--- config.mk ---
export PLATFORM = sky130hd
export DESIGN_NAME = stride_pf_table
export DESIGN_NICKNAME = d
export VERILOG_FILES = /design/src/rtl/spt_pkg.sv /design/src/rtl/spt_lru.sv /design/src/rtl/spt_fifo.sv /design/src/rtl/stride_pf_table.sv
export SDC_FILE = /design/constraint.sdc
export NUM_CORES = 2
export LEC_CHECK = 0
export ABC_AREA = 0
export BUFFER_PORTS_ARGS = -buffer_cell sky130_fd_sc_hd__buf_4
export CORE_MARGIN = 2
export CORE_UTILIZATION = 65
export CTS_BUF_LIST = sky130_fd_sc_hd__clkbuf_8
export CTS_CLUSTER_DIAMETER = 60
export DETAILED_ROUTE_END_ITERATION = 10
export GPL_TIMING_DRIVEN = 0
export PLACE_DENSITY = 0.88
export SLEW_MARGIN = 10
export SYNTH_ARGS = -nofsm -noshare
export SYNTH_HDL_FRONTEND = slang
export SYNTH_HIERARCHICAL = 1
export SYNTH_SLANG_ARGS = --single-unit
--- constraint.sdc ---
create_clock -name clk -period 10.1 [get_ports clk]
set_input_delay 2.02 -clock clk [delete_from_list [all_inputs] [get_ports clk]]
set_output_delay 2.02 -clock clk [all_outputs]
set_load 0.02 [all_outputs]
--- src/rtl/spt_pkg.sv ---
package spt_pkg;

    // Classification of one access event against the table
    typedef enum logic [1:0] {
        EV_IGNORE = 2'd0,
        EV_ALLOC  = 2'd1,
        EV_REPEAT = 2'd2,
        EV_STRIDE = 2'd3
    } ev_kind_e;

endpackage

--- src/rtl/spt_lru.sv ---
module spt_lru #(
    parameter int WAYS = 2,
    localparam int RW  = (WAYS > 1) ? $clog2(WAYS) : 1
) (
    input  logic          clk,
    input  logic          rst_n,
    input  logic          touch,
    input  logic [RW-1:0] touch_way,
    output logic [RW-1:0] lru_way
);

    typedef struct packed {
        logic [WAYS-1:0][RW-1:0] rank;
    } lru_s;

    lru_s st_q, st_d;

    always_comb begin
        st_d = st_q;
        if (touch) begin
            for (int w = 0; w < WAYS; w++) begin
                if (RW'(w) == touch_way) begin
                    st_d.rank[w] = '0;
                end else if (st_q.rank[w] < st_q.rank[touch_way]) begin
                    st_d.rank[w] = st_q.rank[w] + 1'b1;
                end
            end
        end
        lru_way = '0;
        for (int w = 0; w < WAYS; w++) begin
            if (st_q.rank[w] == RW'(WAYS - 1)) begin
                lru_way = RW'(w);
            end
        end
    end

    always_ff @(posedge clk) begin
        if (!rst_n) begin
            for (int w = 0; w < WAYS; w++) begin
                st_q.rank[w] <= RW'(w);
            end
        end else begin
            st_q <= st_d;
        end
    end

endmodule

--- src/rtl/spt_fifo.sv ---
module spt_fifo #(
    parameter int W     = 33,
    parameter int DEPTH = 4,
    parameter int BURST = 2,
    localparam int PW   = (DEPTH > 1) ? $clog2(DEPTH) : 1,
    localparam int LW   = $clog2(DEPTH + 1)
) (
    input  logic                      clk,
    input  logic                      rst_n,
    input  logic                      push,
    input  logic [BURST-1:0][W-1:0]   push_data,
    input  logic                      pop,
    output logic                      out_valid,
    output logic [W-1:0]              out_data,
    output logic [LW-1:0]             level
);

    typedef struct packed {
        logic [DEPTH-1:0][W-1:0] mem;
        logic [PW-1:0]           wp;
        logic [PW-1:0]           rp;
        logic [LW-1:0]           level;
    } fifo_s;

    fifo_s st_q, st_d;
    logic  pop_ok;

    always_comb begin
        st_d   = st_q;
        pop_ok = pop && (st_q.level != '0);
        if (pop_ok) begin
            st_d.rp = st_q.rp + 1'b1;
        end
        if (push) begin
            for (int i = 0; i < BURST; i++) begin
                st_d.mem[st_q.wp + PW'(i)] = push_data[i];
            end
            st_d.wp = st_q.wp + PW'(BURST);
        end
        st_d.level = st_q.level + (push ? LW'(BURST) : '0) - (pop_ok ? LW'(1) : '0);
    end

    always_ff @(posedge clk) begin
        if (!rst_n) begin
            st_q <= '0;
        end else begin
            st_q <= st_d;
        end
    end

    assign out_valid = (st_q.level != '0);
    assign out_data  = st_q.mem[st_q.rp];
    assign level     = st_q.level;

endmodule

--- src/rtl/stride_pf_table.sv ---
module stride_pf_table #(
    parameter int ADDR_W     = 32,
    parameter int PC_W       = 32,
    parameter int PC_ALIGN   = 2,
    parameter int SETS       = 4,
    parameter int WAYS       = 2,
    parameter int CNT_W      = 2,
    parameter int THRESH     = 2,
    parameter int DIST       = 2,
    parameter int FIFO_DEPTH = 4
) (
    input  logic              clk,
    input  logic              rst_n,
    input  logic              ev_valid,
    input  logic              ev_pc_ok,
    input  logic [PC_W-1:0]   ev_pc,
    input  logic [ADDR_W-1:0] ev_addr,
    input  logic              ev_secure,
    output logic              pf_valid,
    input  logic              pf_ready,
    output logic [ADDR_W-1:0] pf_addr,
    output logic              pf_secure
);

    import spt_pkg::*;

    localparam int IDX_W = $clog2(SETS);
    localparam int TAG_W = PC_W - IDX_W;
    localparam int RW    = (WAYS > 1) ? $clog2(WAYS) : 1;
    localparam int LW    = $clog2(FIFO_DEPTH + 1);
    localparam int PF_W  = ADDR_W + 1;

    typedef struct packed {
        logic              vld;
        logic [TAG_W-1:0]  tag;
        logic [ADDR_W-1:0] addr;
        logic              sec;
        logic [CNT_W-1:0]  cnt;
    } ent_t;

    typedef struct packed {
        ent_t [SETS-1:0][WAYS-1:0] ent;
    } tbl_t;

    tbl_t tbl_q, tbl_d;

    logic [IDX_W-1:0]            lk_set;
    logic [TAG_W-1:0]            lk_tag;
    logic                        lk_hit;
    logic                        lk_same;
    logic [RW-1:0]               hit_way;
    logic                        free_found;
    logic [RW-1:0]               free_way;
    logic [RW-1:0]               vict_way;
    ent_t                        sel_ent;
    logic [ADDR_W-1:0]           delta;
    logic [CNT_W-1:0]            cnt_inc;
    logic                        act;
    ev_kind_e                    kind;
    logic                        burst_req;
    logic                        push_en;
    logic [DIST-1:0][PF_W-1:0]   burst_data;
    logic [SETS-1:0][RW-1:0]     lru_way;
    logic [LW-1:0]               fifo_level;
    logic [PF_W-1:0]             head;

    // Lookup: index from PC bits above alignment, tag keeps the rest
    always_comb begin
        lk_set = ev_pc[PC_ALIGN +: IDX_W];
        lk_tag = {ev_pc[PC_W-1:PC_ALIGN+IDX_W], ev_pc[PC_ALIGN-1:0]};
        lk_hit  = 1'b0;
        hit_way = '0;
        for (int w = 0; w < WAYS; w++) begin
            if (tbl_q.ent[lk_set][w].vld && (tbl_q.ent[lk_set][w].tag == lk_tag)) begin
                lk_hit  = 1'b1;
                hit_way = RW'(w);
            end
        end
        free_found = 1'b0;
        free_way   = '0;
        for (int w = WAYS - 1; w >= 0; w--) begin
            if (!tbl_q.ent[lk_set][w].vld) begin
                free_found = 1'b1;
                free_way   = RW'(w);
            end
        end
        vict_way = free_found ? free_way : lru_way[lk_set];
        sel_ent  = tbl_q.ent[lk_set][hit_way];
        lk_same  = lk_hit && (sel_ent.addr == ev_addr);
        delta    = ev_addr - sel_ent.addr;
        cnt_inc  = (&sel_ent.cnt) ? sel_ent.cnt : sel_ent.cnt + 1'b1;
        act      = ev_valid && ev_pc_ok;
        if (!act) begin
            kind = EV_IGNORE;
        end else if (!lk_hit) begin
            kind = EV_ALLOC;
        end else if (lk_same) begin
            kind = EV_REPEAT;
        end else begin
            kind = EV_STRIDE;
        end
    end

    // Burst generation and FIFO room check
    always_comb begin
        burst_req = (kind == EV_STRIDE) && (cnt_inc >= CNT_W'(THRESH));
        push_en   = burst_req && (fifo_level <= LW'(FIFO_DEPTH - DIST));
        for (int i = 0; i < DIST; i++) begin
            burst_data[i] = {ev_secure, ev_addr + ADDR_W'(i + 1) * delta};
        end
    end

    // Table next state
    always_comb begin
        tbl_d = tbl_q;
        case (kind)
            EV_ALLOC: begin
                tbl_d.ent[lk_set][vict_way].vld  = 1'b1;
                tbl_d.ent[lk_set][vict_way].tag  = lk_tag;
                tbl_d.ent[lk_set][vict_way].addr = ev_addr;
                tbl_d.ent[lk_set][vict_way].sec  = ev_secure;
                tbl_d.ent[lk_set][vict_way].cnt  = '0;
            end
            EV_STRIDE: begin
                tbl_d.ent[lk_set][hit_way].addr = ev_addr;
                tbl_d.ent[lk_set][hit_way].sec  = ev_secure;
                tbl_d.ent[lk_set][hit_way].cnt  = cnt_inc;
            end
            default: ;
        endcase
    end

    always_ff @(posedge clk) begin
        if (!rst_n) begin
            tbl_q <= '0;
        end else begin
            tbl_q <= tbl_d;
        end
    end

    // One recency tracker per set
    for (genvar s = 0; s < SETS; s++) begin : g_lru
        spt_lru #(
            .WAYS (WAYS)
        ) u_lru (
            .clk       (clk),
            .rst_n     (rst_n),
            .touch     (act && (lk_set == IDX_W'(s))),
            .touch_way (lk_hit ? hit_way : vict_way),
            .lru_way   (lru_way[s])
        );
    end

    spt_fifo #(
        .W     (PF_W),
        .DEPTH (FIFO_DEPTH),
        .BURST (DIST)
    ) u_fifo (
        .clk       (clk),
        .rst_n     (rst_n),
        .push      (push_en),
        .push_data (burst_data),
        .pop       (pf_ready),
        .out_valid (pf_valid),
        .out_data  (head),
        .level     (fifo_level)
    );

    assign pf_addr   = head[ADDR_W-1:0];
    assign pf_secure = head[ADDR_W];

endmodule

==> impl_results.md <==
- GR Util All Layers: 34.0%
- Slew Limit Fails: 0
- Fraction of layout cells with a size suffix above 1: 14.4%
- Worst rel slew slack: 25.0%
- Wire length on met1: 37.0 mm
- Final wirelength: 97.2 mm
- Worst IR drop on VDD: 0.151 mV
- Metal2 WL: 46.8 mm
- Syn nets: 3796
- Reported net switching power: 1.79 mW
- Post-synth EDFFs: 0
- Die span in y: 237 µm
- Clock Latency Late Sink: 0.73 ns
- RSZ-0062 raised after global routing: false
- Crit path launch type: input port
- Number of DRC markers in iteration 0: 2214
- Tightest Hold Check Type: register to register
- Reg power frac: 43.3%
- Clock root cell: clkbuf_8
- # IOs: 104
- PD cells: 159 nW/µm²
- Hold depth: 2
- Htree depth: 3
- Clock share of power: 38.8%
- Final hold violations: 0
- Critical Path Fanout Max: 10
- Largest cells by area after synthesis: dfxtp_1 38%, mux2i_1 12%, mux4_2 9.4%, nor2b_1 7.0%, nand2_1 6.4%
- Synth top area share: 37.9%
- Drt drc: 0
- Setup-failing EPs final: 0
- Grt ovf: 0
- Distinct cell type count after synthesis: 80
- Syn Area/Cell: 9.70 µm²
- Die area: 55900 µm²
- Most used DFF post-synth: dfxtp_1
- Num Clock Sinks: 666
- CP endpoint kind: register
- CTS clk-pin slew, worst paths: 0.06 ns
- CTS Buf Count: 105
- Reg-to-reg endpoint: u_fifo/st_q[71]
- Synth-to-layout area growth: 11.0%
- Cells on worst reg2reg path: 26
- Clock buffer depth: 3
- Post-Syn Area: 35100 µm²
- Placement Setup Slack: -1.96 ns
- Setup Fix Bufs, Post-CTS: 0
- Placed cell count: 4406
- Largest stage delay on the critical path: 0.57 ns
- Internal Pwr Total: 4.41 mW
- RR Startpoint: tbl_q[505]
- Initial core utilization: 65.6%
- Vias: 28011
- # rows: 85
- Hold Path Sink: tbl_q[356]
- Cells after synthesis: 3624
- Yosys reg bits: 666
- Initial antenna violation count: 2
- Antenna-violating nets left: 0
- Worst Max-Slew Pin Slew: 1.13 ns
- Drt first pass iters: 7
- Fin cells: 4598
- Sw Share: 28.8%
- Largest net degree at the start of global routing: 15
- Max Cap Violations: 0
- Data arrival, critical path: 10.57 ns
- Final TNS setup: 0 ns
- NumNets Final: 3989
- Flop-to-flop setup slack: 2.06 ns
- Lkg Pwr: 14.5 nW
- CTS tree: done
- Final Cycle Share: 98.1%
- Syn. warnings: 6
- Ys async rst share: 0%
- DIE WIDTH: 237 µm
- Slack of the critical path: 0.188 ns
- Combinational power share: 17.9%
- Routability cong.: 0.955
- First-pass GRT wire length: 151 mm
- Outcome: finished clean
- Vias in the first global route: 28429
- Routed length per instance: 21.1 µm
- Slowest CP cell: mux4_2
- Core area: 53600 µm²
- Most common cell in the netlist: dfxtp_1
- Hold Crit Start: tbl_q[356]
- Crit path required time: 10.76 ns
- Metal3 WL: 6.73 mm
- DPL Wire Length: 69.9 mm
- Minimum clock period after layout: 9.91 ns
- Top cells by instance count after synthesis: 666 x dfxtp_1, 600 x nand2_1, 438 x mux2i_1
- Via density: 6.09
- Critical path type: input port to register
- Port buffer count: 85
- Top sig layer: met4
- F_max: 101 MHz
- Sequential share of the synthesized area: 37.9%
- Clock Skew: 0.0381 ns
- CTS Hold Bufs: 0
- Dominant cell type by area after synthesis: dfxtp_1
## per-layer routing
metal	up-vias	GRT usage (%)
met3	366	6.26
met1	13455	38.7
li1	12987	-
met4	0	21.7
met5	-	0
met2	1203	59.0
## layout make-up
cell class | instances | area, µm²
clock buffers | 138 | 1900
diodes | 2 | 5.00
clock inverters | 52 | 334
well taps | 696 | 871
flip-flops and latches | 666 | 13300
inverters | 50 | 188
multi-input cells | 2620 | 20400
repair buffers | 86 | 643
plain buffers | 288 | 1380
fillers | 3706 | 14600
## stage by stage
step | hold slack, ns | instance area [µm²] | util (%) | power (mW)
finish | 0.450 | 39000 | 72.8 | 6.20
global route | 0.471 | 39000 | 72.8 | 6.40
CTS | 0.450 | 39000 | 72.7 | 6.17
detailed placement | 0.441 | 36700 | 68.4 | 3.82
global placement | 0.434 | 36700 | 68.4 | 3.80
floorplan | 0.428 | 35100 | - | 3.53
## power by group through the flow
stage               logic (mW)  clock network (mW)  registers, mW
floorplan                0.796                   0           2.73
global placement          1.06                   0           2.74
detailed placement        1.08                   0           2.74
CTS                       1.09                2.40           2.68
global route              1.20                2.52           2.68
finish                    1.11                2.41           2.68
## critical path, delay by kind of cell
family,cells,cell delay (ns)
xor gates and xnor gates,3,0.71
adders and majority gates,2,0.71
buffers and inverters,6,1.56
and+or+nand+nor,5,0.89
AOI/OAI and AO/OA,11,3.75
muxes,2,0.90
## sequential cells by signal (all words and copies together) (netlist names)
register,cells
u_fifo/st_q,135
u_fifo/level,3
g_lru.u_lru/st_q,8
tbl_q,520
## how the worst max path moves through the flow
stage	from	end	slack, ns	depth (start not counted)
3_5_place_dp	ev_pc[3]	u_fifo/st_q[102]	-1.96	31
4_1_cts	ev_pc[3]	u_fifo/st_q[102]	0.02	33
2_1_floorplan	ev_pc[3]	u_fifo/st_q[102]	0.84	31
3_3_place_gp	ev_pc[3]	u_fifo/st_q[102]	-1.91	31
5_1_grt	ev_pc[3]	u_fifo/st_q[71]	0.01	31
6_report	ev_pc[3]	u_fifo/st_q[71]	0.19	29
## what timing repair did
item                                    CTS  global route
endpoints found under the setup margin   58            20
gates resized for setup                  30            22
pin swaps                                 0             0
## layout by cell type (no fill, tap or decap), types with 103 or more instances in the layout
master    instances
nand2_1         600
dfxtp_1         666
nor2b_1         391
xnor2_1         103
mux4_2          147
mux2i_1         437
a21boi_0        149
clkbuf_8        138
a21boi_1        120
clkbuf_1        140
## logic make-up (layout without fill, tap and decap cells)
group	count (synthesis)	count (layout)	share of synthesized area [%]
other cells	0	2	0
mux	594	594	22.2
xor+xnor	136	136	3.43
fa+ha+maj	102	102	3.70
simple gates	1207	1207	16.8
flops	666	666	37.9
buf+inv	338	614	4.31
compound gates	581	581	11.6
Note: power is estimated with default switching activity, not from simulation.
